===== src/rtl/flash_id_probe.sv =====
module flash_id_probe #(
  parameter int AW            = 16,
  parameter int GAP_US        = 10,
  parameter int ENTRY_WAIT_US = 10000,
  parameter int EXIT_WAIT_US  = 40
) (
  input  logic          clk,
  input  logic          rst_n,
  input  logic          start,
  input  logic          tick_us,
  input  logic [15:0]   exp_mfr,
  input  logic [15:0]   exp_dev,
  output logic          bus_req,
  output logic          bus_we,
  output logic [AW-1:0] bus_addr,
  output logic [7:0]    bus_wdata,
  input  logic [7:0]    bus_rdata,
  input  logic          bus_ack,
  output logic          busy,
  output logic          done,
  output logic [15:0]   mfr_id,
  output logic [15:0]   dev_id,
  output logic          id_match,
  output logic          parity_err,
  output logic          mfr_is_array,
  output logic          dev_is_array
);
  localparam int MAXW = (ENTRY_WAIT_US > EXIT_WAIT_US ? ENTRY_WAIT_US : EXIT_WAIT_US) > GAP_US
                      ? (ENTRY_WAIT_US > EXIT_WAIT_US ? ENTRY_WAIT_US : EXIT_WAIT_US) : GAP_US;
  localparam int CW = $clog2(MAXW + 1);
  localparam logic [3:0] FIN  = 4'd14;
  localparam logic [7:0] CONT = 8'h7F;

  logic [3:0]    step;
  logic          waiting;
  logic [CW-1:0] cnt;
  logic [15:0]   m_id, d_id, m_re, d_re;

  logic          op_we, op_skip;
  logic [AW-1:0] op_addr;
  logic [7:0]    op_data;
  logic [CW-1:0] op_wait;

  always_comb begin
    op_we   = 1'b0;
    op_skip = 1'b0;
    op_addr = '0;
    op_data = 8'h00;
    op_wait = CW'(GAP_US);
    case (step)
      4'd0, 4'd7: begin op_we = 1'b1; op_addr = AW'(16'h5555); op_data = 8'hAA; end
      4'd1, 4'd8: begin op_we = 1'b1; op_addr = AW'(16'h2AAA); op_data = 8'h55; end
      4'd2: begin op_we = 1'b1; op_addr = AW'(16'h5555); op_data = 8'h90; op_wait = CW'(ENTRY_WAIT_US); end
      4'd9: begin op_we = 1'b1; op_addr = AW'(16'h5555); op_data = 8'hF0; op_wait = CW'(EXIT_WAIT_US); end
      4'd3, 4'd10: op_addr = AW'(16'h0000);
      4'd4, 4'd11: op_addr = AW'(16'h0001);
      4'd5:  begin op_addr = AW'(16'h0100); op_skip = (m_id[7:0] != CONT); end
      4'd6:  begin op_addr = AW'(16'h0101); op_skip = (d_id[7:0] != CONT); end
      4'd12: begin op_addr = AW'(16'h0100); op_skip = (m_re[7:0] != CONT); end
      4'd13: begin op_addr = AW'(16'h0101); op_skip = (d_re[7:0] != CONT); end
      default: op_skip = 1'b1;
    endcase
  end

  assign bus_req   = busy && !waiting && (step != FIN) && !op_skip;
  assign bus_we    = op_we;
  assign bus_addr  = op_addr;
  assign bus_wdata = op_data;
  assign mfr_id    = m_id;
  assign dev_id    = d_id;

  always_ff @(posedge clk or negedge rst_n) begin
    if (!rst_n) begin
      busy <= 1'b0; done <= 1'b0; step <= '0; waiting <= 1'b0; cnt <= '0;
      m_id <= '0; d_id <= '0; m_re <= '0; d_re <= '0;
      id_match <= 1'b0; parity_err <= 1'b0; mfr_is_array <= 1'b0; dev_is_array <= 1'b0;
    end else if (!busy) begin
      if (start) begin
        busy <= 1'b1; done <= 1'b0; step <= '0; waiting <= 1'b0; cnt <= '0;
        m_id <= '0; d_id <= '0; m_re <= '0; d_re <= '0;
        id_match <= 1'b0; parity_err <= 1'b0; mfr_is_array <= 1'b0; dev_is_array <= 1'b0;
      end
    end else if (step == FIN) begin
      busy         <= 1'b0;
      done         <= 1'b1;
      parity_err   <= ~^m_id[7:0];
      mfr_is_array <= (m_id == m_re);
      dev_is_array <= (d_id == d_re);
      id_match     <= (m_id == exp_mfr) && (d_id == exp_dev);
    end else if (waiting) begin
      if (tick_us) begin
        if (cnt == op_wait - CW'(1)) begin
          waiting <= 1'b0;
          cnt     <= '0;
          step    <= step + 4'd1;
        end else begin
          cnt <= cnt + CW'(1);
        end
      end
    end else if (op_skip) begin
      step <= step + 4'd1;
    end else if (bus_ack) begin
      if (op_we) begin
        waiting <= 1'b1;
        cnt     <= '0;
      end else begin
        case (step)
          4'd3:  m_id <= {8'h00, bus_rdata};
          4'd4:  d_id <= {8'h00, bus_rdata};
          4'd5:  m_id <= {m_id[7:0], bus_rdata};
          4'd6:  d_id <= {d_id[7:0], bus_rdata};
          4'd10: m_re <= {8'h00, bus_rdata};
          4'd11: d_re <= {8'h00, bus_rdata};
          4'd12: m_re <= {m_re[7:0], bus_rdata};
          4'd13: d_re <= {d_re[7:0], bus_rdata};
          default: ;
        endcase
        step <= step + 4'd1;
      end
    end
  end
endmodule


===== config.mk =====
export PLATFORM = sky130hd
export DESIGN_NAME = flash_id_probe
export DESIGN_NICKNAME = d
export VERILOG_FILES = /design/src/rtl/flash_id_probe.sv
export SDC_FILE = /design/constraint.sdc
export NUM_CORES = 1
export LEC_CHECK = 0
export ABC_AREA = 1
export BUFFER_PORTS_ARGS = -buffer_cell sky130_fd_sc_hd__buf_2
export CAP_MARGIN = 30
export CORE_MARGIN = 2
export CORE_UTILIZATION = 30
export DETAILED_ROUTE_END_ITERATION = 12
export PLACE_DENSITY = 0.49
export REMOVE_ABC_BUFFERS = 1
export SYNTH_ARGS = -nofsm -noshare
export SYNTH_HDL_FRONTEND = slang
export SYNTH_SLANG_ARGS = --single-unit

===== constraint.sdc =====
create_clock -name clk -period 6 [get_ports clk]
set_clock_uncertainty 0.1 [all_clocks]
set_input_delay 1.5 -clock clk [delete_from_list [all_inputs] [get_ports clk]]
set_output_delay 1.5 -clock clk [all_outputs]
set_load 0.005 [all_outputs]

==> results of run 1 <==
==> report_power, final <==
part	switching [µW]	internal, µW	leakage [µW]
Combinational	827	377	0.00226
Clock	281	293	0.000142
Sequential	102	660	0.00120
==> cells by family (layout without fill, tap and decap cells) <==
kind of cell,after synthesis,count (layout)
and+or+nand+nor,494,494
DFF,89,89
adders and majority gates,5,5
AOI/OAI and AO/OA,54,54
buffers and inverters,115,194
xor gates and xnor gates,45,45
other,1,1
==> stage by stage <==
| stage | cells | hold WS (ns) | total power, µW | worst slack [ns] |
|---|---|---|---|---|
| floorplan | 756 | 0.356 | 1520 | 2.66 |
| global placement | 1131 | 0.359 | 2000 | 2.17 |
| detailed placement | 1131 | 0.362 | 1990 | 2.15 |
| CTS | 1147 | 0.383 | 2570 | 1.77 |
| global route | 1147 | 0.406 | 2750 | 1.59 |
| finish | 1147 | 0.380 | 2540 | 1.76 |
==> cells in the final DEF (no fill, tap or decap), types with 2 or more instances in the layout <==
cell type and count:
nand2_1 247, buf_2 106, dfrtp_1 89, nor2_1 70
nand4_1 69, inv_1 60, nand3_1 48, xor2_1 30
o21ai_1 18, xnor2_1 15, nor3_1 15, o21ai_0 11
nor3b_1 10, clkbuf_16 9, a21oi_1 8, or2_2 7
inv_2 7, nand2_2 6, ha_1 5, o22ai_1 4
nor4_1 4, buf_4 4, a211oi_1 3, nand3_4 3
nor2_2 3, o21ai_2 3, nor2_4 3, inv_6 3
nand3b_1 2, nand4_2 2
==> layout make-up <==
type,instances,area share [%]
Clock inverter,7,1.03
Clock buffer,9,3.32
Sequential cell,89,32.8
Timing Repair Buffer,110,8.26
Inverter,68,3.76
Tap cell,265,4.88
Multi-Input combinational cell,599,45.9
==> routing by layer <==
metal / vias to the layer above / global-route usage [%] / share of wire (%)
li1: 2788 / - / -
met2: 140 / 28.7 / 46
met1: 2567 / 24.6 / 48
met4: 0 / 5.06 / 1.8
met3: 19 / 3.31 / 4.3
met5: - / 0 / 0
==> Yosys cell counts, types with 5 or more instances <==
cell type / n / area, µm²
nand2_1: 247 / 927
dfrtp_1: 89 / 2230
nor2_1: 70 / 263
nand4_1: 69 / 432
inv_1: 60 / 225
nand3_1: 48 / 240
xor2_1: 30 / 263
buf_4: 19 / 143
o21ai_1: 18 / 90.1
nor3_1: 15 / 75.1
xnor2_1: 15 / 131
buf_2: 14 / 70.1
o21ai_0: 11 / 55.1
nor3b_1: 10 / 75.1
clkbuf_1: 9 / 33.8
a21oi_1: 8 / 40.0
inv_2: 7 / 26.3
or2_2: 7 / 43.8
nand2_2: 6 / 37.5
buf_6: 5 / 56.3
ha_1: 5 / 62.6
==> worst paths after layout <==
path	endpoint	from	slack, ns	cells past startpoint
setup / recovery	bus_req	step[0]$_DFFE_PN0P_	1.76	12
hold / removal	dev_is_array$_DFFE_PN0P_	dev_is_array$_DFFE_PN0P_	0.38	2
setup reg to reg	dev_id[2]$_DFFE_PN0P_	step[0]$_DFFE_PN0P_	2.45	14
hold reg to reg	dev_is_array$_DFFE_PN0P_	dev_is_array$_DFFE_PN0P_	0.38	2
max in group asynchronous	cnt[12]$_DFFE_PN0P_	rst_n	3.71	2
min in group asynchronous	id_match$_DFFE_PN0P_	rst_n	1.02	1
==> worst max-delay path, cell delays in order, from the launching register on <==
cell	delay (ns)
dfrtp_1	0.44
inv_1	0.10
ha_1	0.35
clkinv_1	0.22
nor2_2	0.42
nand2_1	0.10
nand3_1	0.10
nor2_1	0.05
nand3_1	0.09
nand2_2	0.10
nand2_4	0.11
nor3_1	0.06
buf_2	0.14
==> state kept, by name (all words and copies together), names as in the netlist, 4 cells and up <==
| name | count |
|---|---|
| step | 4 |
| cnt | 14 |
| m_re | 16 |
| dev_id | 16 |
| d_re | 16 |
| mfr_id | 16 |
==> run_results.csv, run 1 <==
group,metric,value,unit
outcome,outcome,"complete, no violations",
yosys,yosysSeqAreaShare,37.7,%
cells_and_area,regArea,0.00223,mm²
global_route,grt_start_max_net_pins,52,
sta,setup_tns,0,ns
global_route,grt_usage,17.9,%
global_route,overflow,0,
yosys,synth_flop_cell,"dfrtp_1",
yosys,synth-simple-area-share,39.5,%
sta,clock.fmax,236,MHz
die,fp-row-count,51,
yosys,synth_seq_cells,89,
yosys,synth_area,0.00590,mm²
sta,worst_slew_pin_slew,1.02,ns
global_route,grt_pass1_wl,28400,µm
yosys,syn-mean-instance-area,7.35,µm²
die,dieArea,0.0208,mm²
die,core_area,0.0194,mm²
die,die_w,144,µm
cells_and_area,fillers,2170,
yosys,synth_warnings,0,
worst_setup_path,crit_arrival,2.64,ns
sta,hold_viol,0,
clocking,worstSkewPairLatency,0.36,ns
yosys,synth_edf_count,0,
clocking,clkSinkCount,89,
detailed_routing,drt_drc_violations_left,0,
place,port_buffers,107,
yosys,synthMuxAreaShare,0,%
worst_setup_path,crit_fanout,9,
detailed_routing,antenna_left,0,
cells_and_area,multi_input_area,0.00312,mm²
die,start_util,30.4,%
worst_setup_path,start_kind,"register",
cells_and_area,n_antenna_cell,0,
yosys,yosysUniqueCellTypes,44,
power,p_leak,0.00359,µW
detailed_routing,routed_wl,18200,µm
yosys,synth_xor_area_share,6.68,%
clocking,cts_max_level,3,
sta,timing.slew.headroom,31.8,%
sta,setup_viol,0,
yosys,async_reset_ff_share,100,%
sta,rsz0062_at_grt,"false",
die,ios,109,
worst_hold_path,holdCritPathClass,"reg -> reg",
sta,fin_crit,4.24,ns
clocking,clk_root_buffer_cell,"clkbuf_16",
sta,min_period_over_period,70.7,%
detailed_routing,via_per_inst,4.81,
cells_and_area,design_area,0.00679,mm²
clocking,hold_buffers,0,
yosys,synthAdderAreaFrac,1.06,%
global_route,antenna_found_initial,0,
cells_and_area,final_core_util,35.0,%
sta,maxSlewViolCount,0,
place,hpwl,13500,µm
global_route,grt_pass1_vias,5052,
cells_and_area,nets,927,
worst_setup_path,worstSetupEndpointType,"primary output",
detailed_routing,drt_iter0_markers,324,
power,ir_worst_vdd,0.232,mV
worst_setup_path,worstSetupPathType,"reg -> out",
clocking,post_cts_buffers,0,
clocking,clk_path_buf_depth,2,
detailed_routing,drt-wirelength-per-cell,15.8,µm
yosys,synth_top_family_by_area,"simple AND/OR/NAND/NOR gates",
place,place_congestion,0.852,
cells_and_area,area_delta_synth_final,15.0,%
die,die_h,144,µm
clocking,cts_buffers,9,
yosys,synth_compound_gate_area_share,5.49,%
detailed_routing,vias,5514,
flow_run,cap_violations,0,
worst_setup_path,crit_required,4.40,ns
place,dpl-instance-area,0.00649,mm²
clocking,clk_pin_slew,0.08,ns
yosys,syn_inst,803,
clocking,cts_tree,"yes",
clocking,cts-resized-gates,0,
power,cellPowerDensity,374,mW/mm²
detailed_routing,dr.pass1.iters,5,
cells_and_area,drive_above_1_share,18.8,%
No activity file was read; power rests on OpenSTA's default activity.
==> run 2, diff against run 1 <==
--- a/config.mk
+++ b/config.mk
@@ -11,7 +11,7 @@
 export CORE_MARGIN = 2
 export CORE_UTILIZATION = 30
 export DETAILED_ROUTE_END_ITERATION = 12
-export PLACE_DENSITY = 0.49
+export PLACE_DENSITY = 0.51
 export REMOVE_ABC_BUFFERS = 1
 export SYNTH_ARGS = -nofsm -noshare
 export SYNTH_HDL_FRONTEND = slang
==> constraint.sdc (replaced) <==
create_clock -name clk -period 3.6 [get_ports clk]
set_clock_uncertainty 0.1 [all_clocks]
set_input_delay 0.9 -clock clk [delete_from_list [all_inputs] [get_ports clk]]
set_output_delay 0.9 -clock clk [all_outputs]
set_load 0.005 [all_outputs]
==> run 2 against run 1 <==
Compared with the run above:
- count of clock-buffer cells in the layout unchanged
- total power grew 71%
- global-route usage is 0.48 points higher
- cell area up 2.2%
- utilization up 0.79 points
- final cell count grew 1.1%
- largest power group unchanged
- sequential cell count stayed put
- highest routed layer unchanged
- register-to-register slack got worse by 1.6 ns
==> run_results.csv, run 2 (synthesis gave the netlist of run 1 again) <==
group,metric,value,unit
outcome,outcome,"complete, no violations",
sta,timing.slew.headroom,46.2,%
die,die_h,144,µm
cells_and_area,n_antenna_cell,0,
sta,hold_ws,0.372,ns
die,ios,109,
detailed_routing,routed_wl,18500,µm
sta,fin_ws,0.290,ns
global_route,grt_pass1_vias,5292,
place,dpl-instance-area,0.00657,mm²
sta,fin_crit,3.31,ns
worst_setup_path,worstSetupPathType,"reg -> out",
cells_and_area,final_cell_mix,"247 x nand2_1, 106 x buf_2, 87 x dfrtp_1",
die,fp-row-count,51,
worst_setup_path,cp_top_family,"simple AND/OR/NAND/NOR gates",
cells_and_area,design_area,0.00694,mm²
detailed_routing,drt-wirelength-per-cell,16.0,µm
cells_and_area,mostFrequentLayoutCell,"nand2_1",
die,start_util,30.4,%
clocking,worstSkewPairLatency,0.36,ns
cells_and_area,nets,940,
cells_and_area,multi_input_area,0.00316,mm²
clocking,clk_path_buf_depth,2,
place,hpwl,13800,µm
detailed_routing,vias,5574,
power,p_leak,0.00366,µW
detailed_routing,antenna_left,0,
detailed_routing,via_per_inst,4.81,
clocking,clkSinkCount,89,
global_route,overflow,0,
clocking,clk_root_buffer_cell,"clkbuf_16",
worst_setup_path,crit_arrival,2.31,ns
power,cellPowerDensity,625,mW/mm²
global_route,grt_usage,18.4,%
die,die_w,144,µm
clocking,cts_max_level,3,
global_route,grt_pass1_wl,29400,µm
sta,setup_tns,0,ns
die,core_area,0.0194,mm²
worst_setup_path,crit_buf_inv,3,
sta,clock.fmax,302,MHz
detailed_routing,drt_iter0_markers,332,
clocking,clk_pin_slew,0.08,ns
worst_setup_path,rrSetupSlack,0.89,ns
place,place_congestion,0.886,
cells_and_area,regArea,0.00223,mm²
worst_setup_path,cp_cell_sequence,"inv_2, ha_4, inv_1, nor2_4, nand2_1, nand3_1, nand2_1, nor2_1, nand3_1, nand2_2, nand2_4, nor3_1, buf_2",
worst_setup_path,crit_required,2.60,ns
sta,worst_slew_pin_slew,0.804,ns
detailed_routing,drt_drc_violations_left,0,
worst_hold_path,holdCritPathClass,"reg -> reg",
worst_setup_path,cpMaxStageDelayCell,"dfrtp_1",
cells_and_area,fillers,2120,
place,port_buffers,107,
power,power,4340,µW
global_route,grt_start_max_net_pins,52,
place,place_ws,0.428,ns
global_route,antenna_found_initial,0,
worst_setup_path,worstSetupEndpointType,"primary output",
power,ir_worst_vdd,0.447,mV
worst_setup_path,start_kind,"register",
clocking,cts_tree,"yes",
sta,setup_viol,0,
cells_and_area,drive_above_1_share,20.8,%
flow_run,cap_violations,0,
sta,rsz0062_at_grt,"false",
die,dieArea,0.0208,mm²
cells_and_area,area_delta_synth_final,17.6,%
clocking,cts_buffers,9,
clocking,hold_buffers,0,
worst_setup_path,crit_fanout,7,
worst_setup_path,cpPeakStageDelay,0.46,ns
sta,min_period_over_period,91.9,%
sta,maxSlewViolCount,0,
sta,hold_viol,0,
detailed_routing,dr.pass1.iters,5,
[run 2: cell types whose count changed in the layout (fill, tap and decap cells not counted), sizes merged]
cell | previous run | this run
inv | 71 | 70
clkinv | 3 | 4
buf | 110 | 123
[run 2: cell type report]
cell class                      count  area share (%)
Clock buffer                        9            3.24
Clock inverter                      7            1.05
Inverter                           68            3.68
Multi-Input combinational cell    599            45.5
Sequential cell                    89            32.1
Tap cell                          265            4.78
Timing Repair Buffer              123            9.66
[run 2: where the power goes]
group,switching (µW),internal [µW]
clock network,467,489
logic,1430,692
registers,155,1100
[run 2: repair_timing]
item	in CTS	in global routing
endpoints found under the setup margin	0	1
setup buffers	0	4
resized for setup	0	10
[run 2: through the flow]
stage,utilization (%),cells
6_report,35.8,1160
5_1_grt,35.8,1160
4_1_cts,35.4,1156
3_5_place_dp,33.9,1140
3_3_place_gp,33.9,1140
2_1_floorplan,-,756
[run 2: worst reg2reg max path, cell delays in order, from the launching register on]
cell     delay (ns)
dfrtp_1        0.43
buf_4          0.27
inv_2          0.08
nand3_1        0.12
nand2_1        0.18
inv_2          0.15
nand2_2        0.10
nor2_4         0.19
o21ai_4        0.10
nor2_8         0.36
buf_4          0.33
nand4_1        0.15
nand2_1        0.10
[run 2: per-layer routing]
layer	global-route usage, %	vias up	share of wire (%)
met5	0	-	0
met4	5.52	0	1.8
met3	3.28	18	4.1
met2	30.1	125	48
met1	24.8	2624	47
li1	-	2807	-
[run 2: path summary, 6_finish.rpt]
| path | start | to | depth (start not counted) |
|---|---|---|---|
| min reg2reg | done$_DFFE_PN0P_ | done$_DFFE_PN0P_ | 2 |
| max in group asynchronous | rst_n | step[0]$_DFFE_PN0P_ | 2 |
| max | step[1]$_DFFE_PN0P_ | bus_req | 13 |
| max reg2reg | step[2]$_DFFE_PN0P_ | m_re[12]$_DFFE_PN0P_ | 12 |
| min in group asynchronous | rst_n | id_match$_DFFE_PN0P_ | 1 |
| min | done$_DFFE_PN0P_ | done$_DFFE_PN0P_ | 2 |
==> run 3, diff against run 2 <==
--- a/config.mk
+++ b/config.mk
@@ -5,7 +5,7 @@
 export SDC_FILE = /design/constraint.sdc
 export NUM_CORES = 1
 export LEC_CHECK = 0
-export ABC_AREA = 1
+export ABC_AREA = 0
 export BUFFER_PORTS_ARGS = -buffer_cell sky130_fd_sc_hd__buf_2
 export CAP_MARGIN = 30
 export CORE_MARGIN = 2
==> run 3 against run 2 <==
Compared with the run above:
- synthesized area down 7.7%
- worst setup slack worse by 0.23 ns
- combinational power up 32%
- sequential power up 31%
- total power up 27%
- highest routed layer unchanged
- clock power up 9.7%
- final cell count down 20%
- global-route usage down 0.41 points
==> run_results.csv, run 3 <==
group,metric,value,unit
die,ios,109,
worst_setup_path,crit_arrival,2.54,ns
worst_setup_path,cpMaxStageDelayCell,"dfrtp_1",
worst_setup_path,crit_fanout,12,
global_route,antenna_found_initial,0,
sta,worst_slew_pin_slew,1.03,ns
cells_and_area,multi_input_area,0.00299,mm²
sta,hold_viol,0,
cells_and_area,drive_above_1_share,27.4,%
yosys,yosysUniqueCellTypes,67,
flow_run,cap_violations,0,
cells_and_area,final_cell_mix,"107 x buf_2, 87 x dfrtp_1, 49 x nand2_1",
sta,setup_tns,0,ns
detailed_routing,vias,4910,
yosys,synth_edf_count,0,
sta,hold_ws,0.385,ns
detailed_routing,drt-wirelength-per-cell,19.1,µm
cells_and_area,regArea,0.00223,mm²
cells_and_area,nets,739,
die,die_w,139,µm
global_route,grt_pass1_vias,4621,
yosys,syn-mean-instance-area,9.38,µm²
die,core_area,0.0179,mm²
yosys,synth.most_common_cell,"dfrtp_1",
yosys,synth_seq_cells,89,
detailed_routing,antenna_left,0,
place,dpl-instance-area,0.00626,mm²
sta,rsz0062_at_grt,"true",
worst_setup_path,cp_cell_sequence,"inv_1, a221oi_1, o22ai_2, o31ai_4, nand2_1, a311oi_2, buf_2",
power,ir_worst_vdd,0.318,mV
cells_and_area,fillers,1825,
sta,min_period_over_period,98.4,%
clocking,cts_max_level,3,
yosys,syn_inst,581,
sta,setup_viol,0,
worst_setup_path,crit_required,2.60,ns
die,die_h,139,µm
cells_and_area,area_delta_synth_final,23.0,%
detailed_routing,drt_drc_violations_left,0,
detailed_routing,routed_wl,17600,µm
yosys,yosysSeqAreaShare,40.9,%
worst_setup_path,worstSetupPathType,"reg -> out",
detailed_routing,dr.pass1.iters,5,
clocking,hold_buffers,0,
cells_and_area,design_area,0.00670,mm²
worst_setup_path,worstSetupEndpointType,"primary output",
place,place_ws,0.133,ns
detailed_routing,drt_iter0_markers,311,
yosys,post-synth-top-area-fraction,40.9,%
clocking,clk_pin_slew,0.07,ns
yosys,yosys-top-cells-count,"89 x dfrtp_1, 50 x nand2_1, 48 x o21ai_0",
cells_and_area,mostFrequentLayoutCell,"buf_2",
sta,timing.slew.headroom,30.9,%
yosys,async_reset_ff_share,100,%
global_route,overflow,0,
clocking,cts_tree,"yes",
clocking,worstSkewPairLatency,0.35,ns
yosys,synth_top_cell_by_area,"dfrtp_1",
clocking,clk_path_buf_depth,2,
outcome,outcome,"complete, no violations",
global_route,grt_start_max_net_pins,44,
detailed_routing,via_per_inst,5.32,
clocking,cts_buffers,9,
clocking,clk_root_buffer_cell,"clkbuf_16",
yosys,synth_flop_cell,"dfrtp_1",
place,port_buffers,107,
worst_hold_path,holdCritPathClass,"reg -> reg",
die,dieArea,0.0193,mm²
yosys,synth_warnings,0,
worst_setup_path,start_kind,"register",
clocking,clkSinkCount,89,
worst_setup_path,cpPeakStageDelay,0.58,ns
yosys,synth_area,0.00545,mm²
sta,fin_crit,3.54,ns
place,hpwl,13200,µm
cells_and_area,n_antenna_cell,0,
power,p_leak,0.00320,µW
die,start_util,30.5,%
global_route,grt_usage,18.0,%
die,fp-row-count,49,
global_route,grt_pass1_wl,27100,µm
cells_and_area,final_core_util,37.4,%
sta,fin_ws,0.0578,ns
power,cellPowerDensity,821,mW/mm²
sta,clock.fmax,282,MHz
place,place_congestion,0.974,
sta,maxSlewViolCount,0,
yosys,synth_area_leaders,"dfrtp_1 41%, xor2_1 7.6%, a22o_1 6.1%, o21ai_0 4.4%, xnor2_1 3.9%",
-- run 3: changes by cell type in the layout (fill, tap and decap cells not counted), moves of 33 or more --
cell	previous run	this run
inv_1	58	16
nand3_1	48	15
nand2_1	247	49
a22o_1	0	38
nor2_1	70	22
nand4_1	69	12
o21ai_0	11	48
-- run 3: routing by layer --
layer	track usage, %	vias up	wire, µm
met5	0	-	0
met4	5.00	0	248
met3	4.01	18	1090
met2	26.8	181	7940
met1	26.2	2386	8320
li1	-	2325	-
-- run 3: cell type report --
cell class	count	share of cell area, %
clock inverters	7	1.57
flip-flops and latches	89	33.3
inverters	19	1.10
clock buffers	9	3.36
repair buffers	142	11.9
multi-input cells	428	44.5
well taps	229	4.27
-- run 3: logic make-up (layout without fill, tap and decap cells) --
family                   after synthesis  after routing  share of synthesized area, %
adder cells (fa/ha/maj)                5              5                          1.15
buffers and inverters                 64            177                          5.74
other                                  1              1                        0.0688
AND/OR/NAND/NOR                      173            173                          16.7
flip-flops                            89             89                          40.9
AO/OA/AOI/OAI                        170            170                          22.6
multiplexers                           8              8                          1.49
XOR/XNOR                              71             71                          11.4
-- run 3: worst paths after layout --
check	start	endpoint	slack (ns)	depth (start not counted)
min	done$_DFFE_PN0P_	done$_DFFE_PN0P_	0.38	2
max in group asynchronous	rst_n	step[3]$_DFFE_PN0P_	2.20	2
min reg2reg	done$_DFFE_PN0P_	done$_DFFE_PN0P_	0.38	2
min in group asynchronous	rst_n	mfr_id[12]$_DFFE_PN0P_	0.43	1
max	step[2]$_DFFE_PN0P_	bus_req	0.06	7
max reg2reg	step[1]$_DFFE_PN0P_	mfr_id[4]$_DFFE_PN0P_	0.47	10
-- run 3: power breakdown --
| group | internal [µW] | switching (µW) | leakage (µW) | total [µW] |
|---|---|---|---|---|
| sequential | 1260 | 390 | 0.00113 | 1650 |
| combinational | 1250 | 1550 | 0.00191 | 2800 |
| clock | 621 | 432 | 0.000159 | 1050 |
-- run 3: stage by stage --
stage / total power (µW) / std cells
2_1_floorplan: 3250 / 536
3_3_place_gp: 4310 / 902
3_5_place_dp: 4340 / 902
4_1_cts: 5510 / 923
5_1_grt: 5910 / 923
6_report: 5500 / 923
-- run 3: timing repair --
| item | CTS | global route |
|---|---|---|
| cloned | 0 | 0 |
| endpoints found under the setup margin | 1 | 1 |
| gates resized for setup | 15 | 4 |
| buffers inserted | 5 | 0 |
| pin swaps | 2 | 3 |
-- run 3: critical path, delay by kind of cell, from the launching register on --
family	cells	cell delay, ns
DFF	1	0.58
buffers and inverters	2	0.46
and+or+nand+nor	1	0.09
AOI/OAI and AO/OA	4	1.06
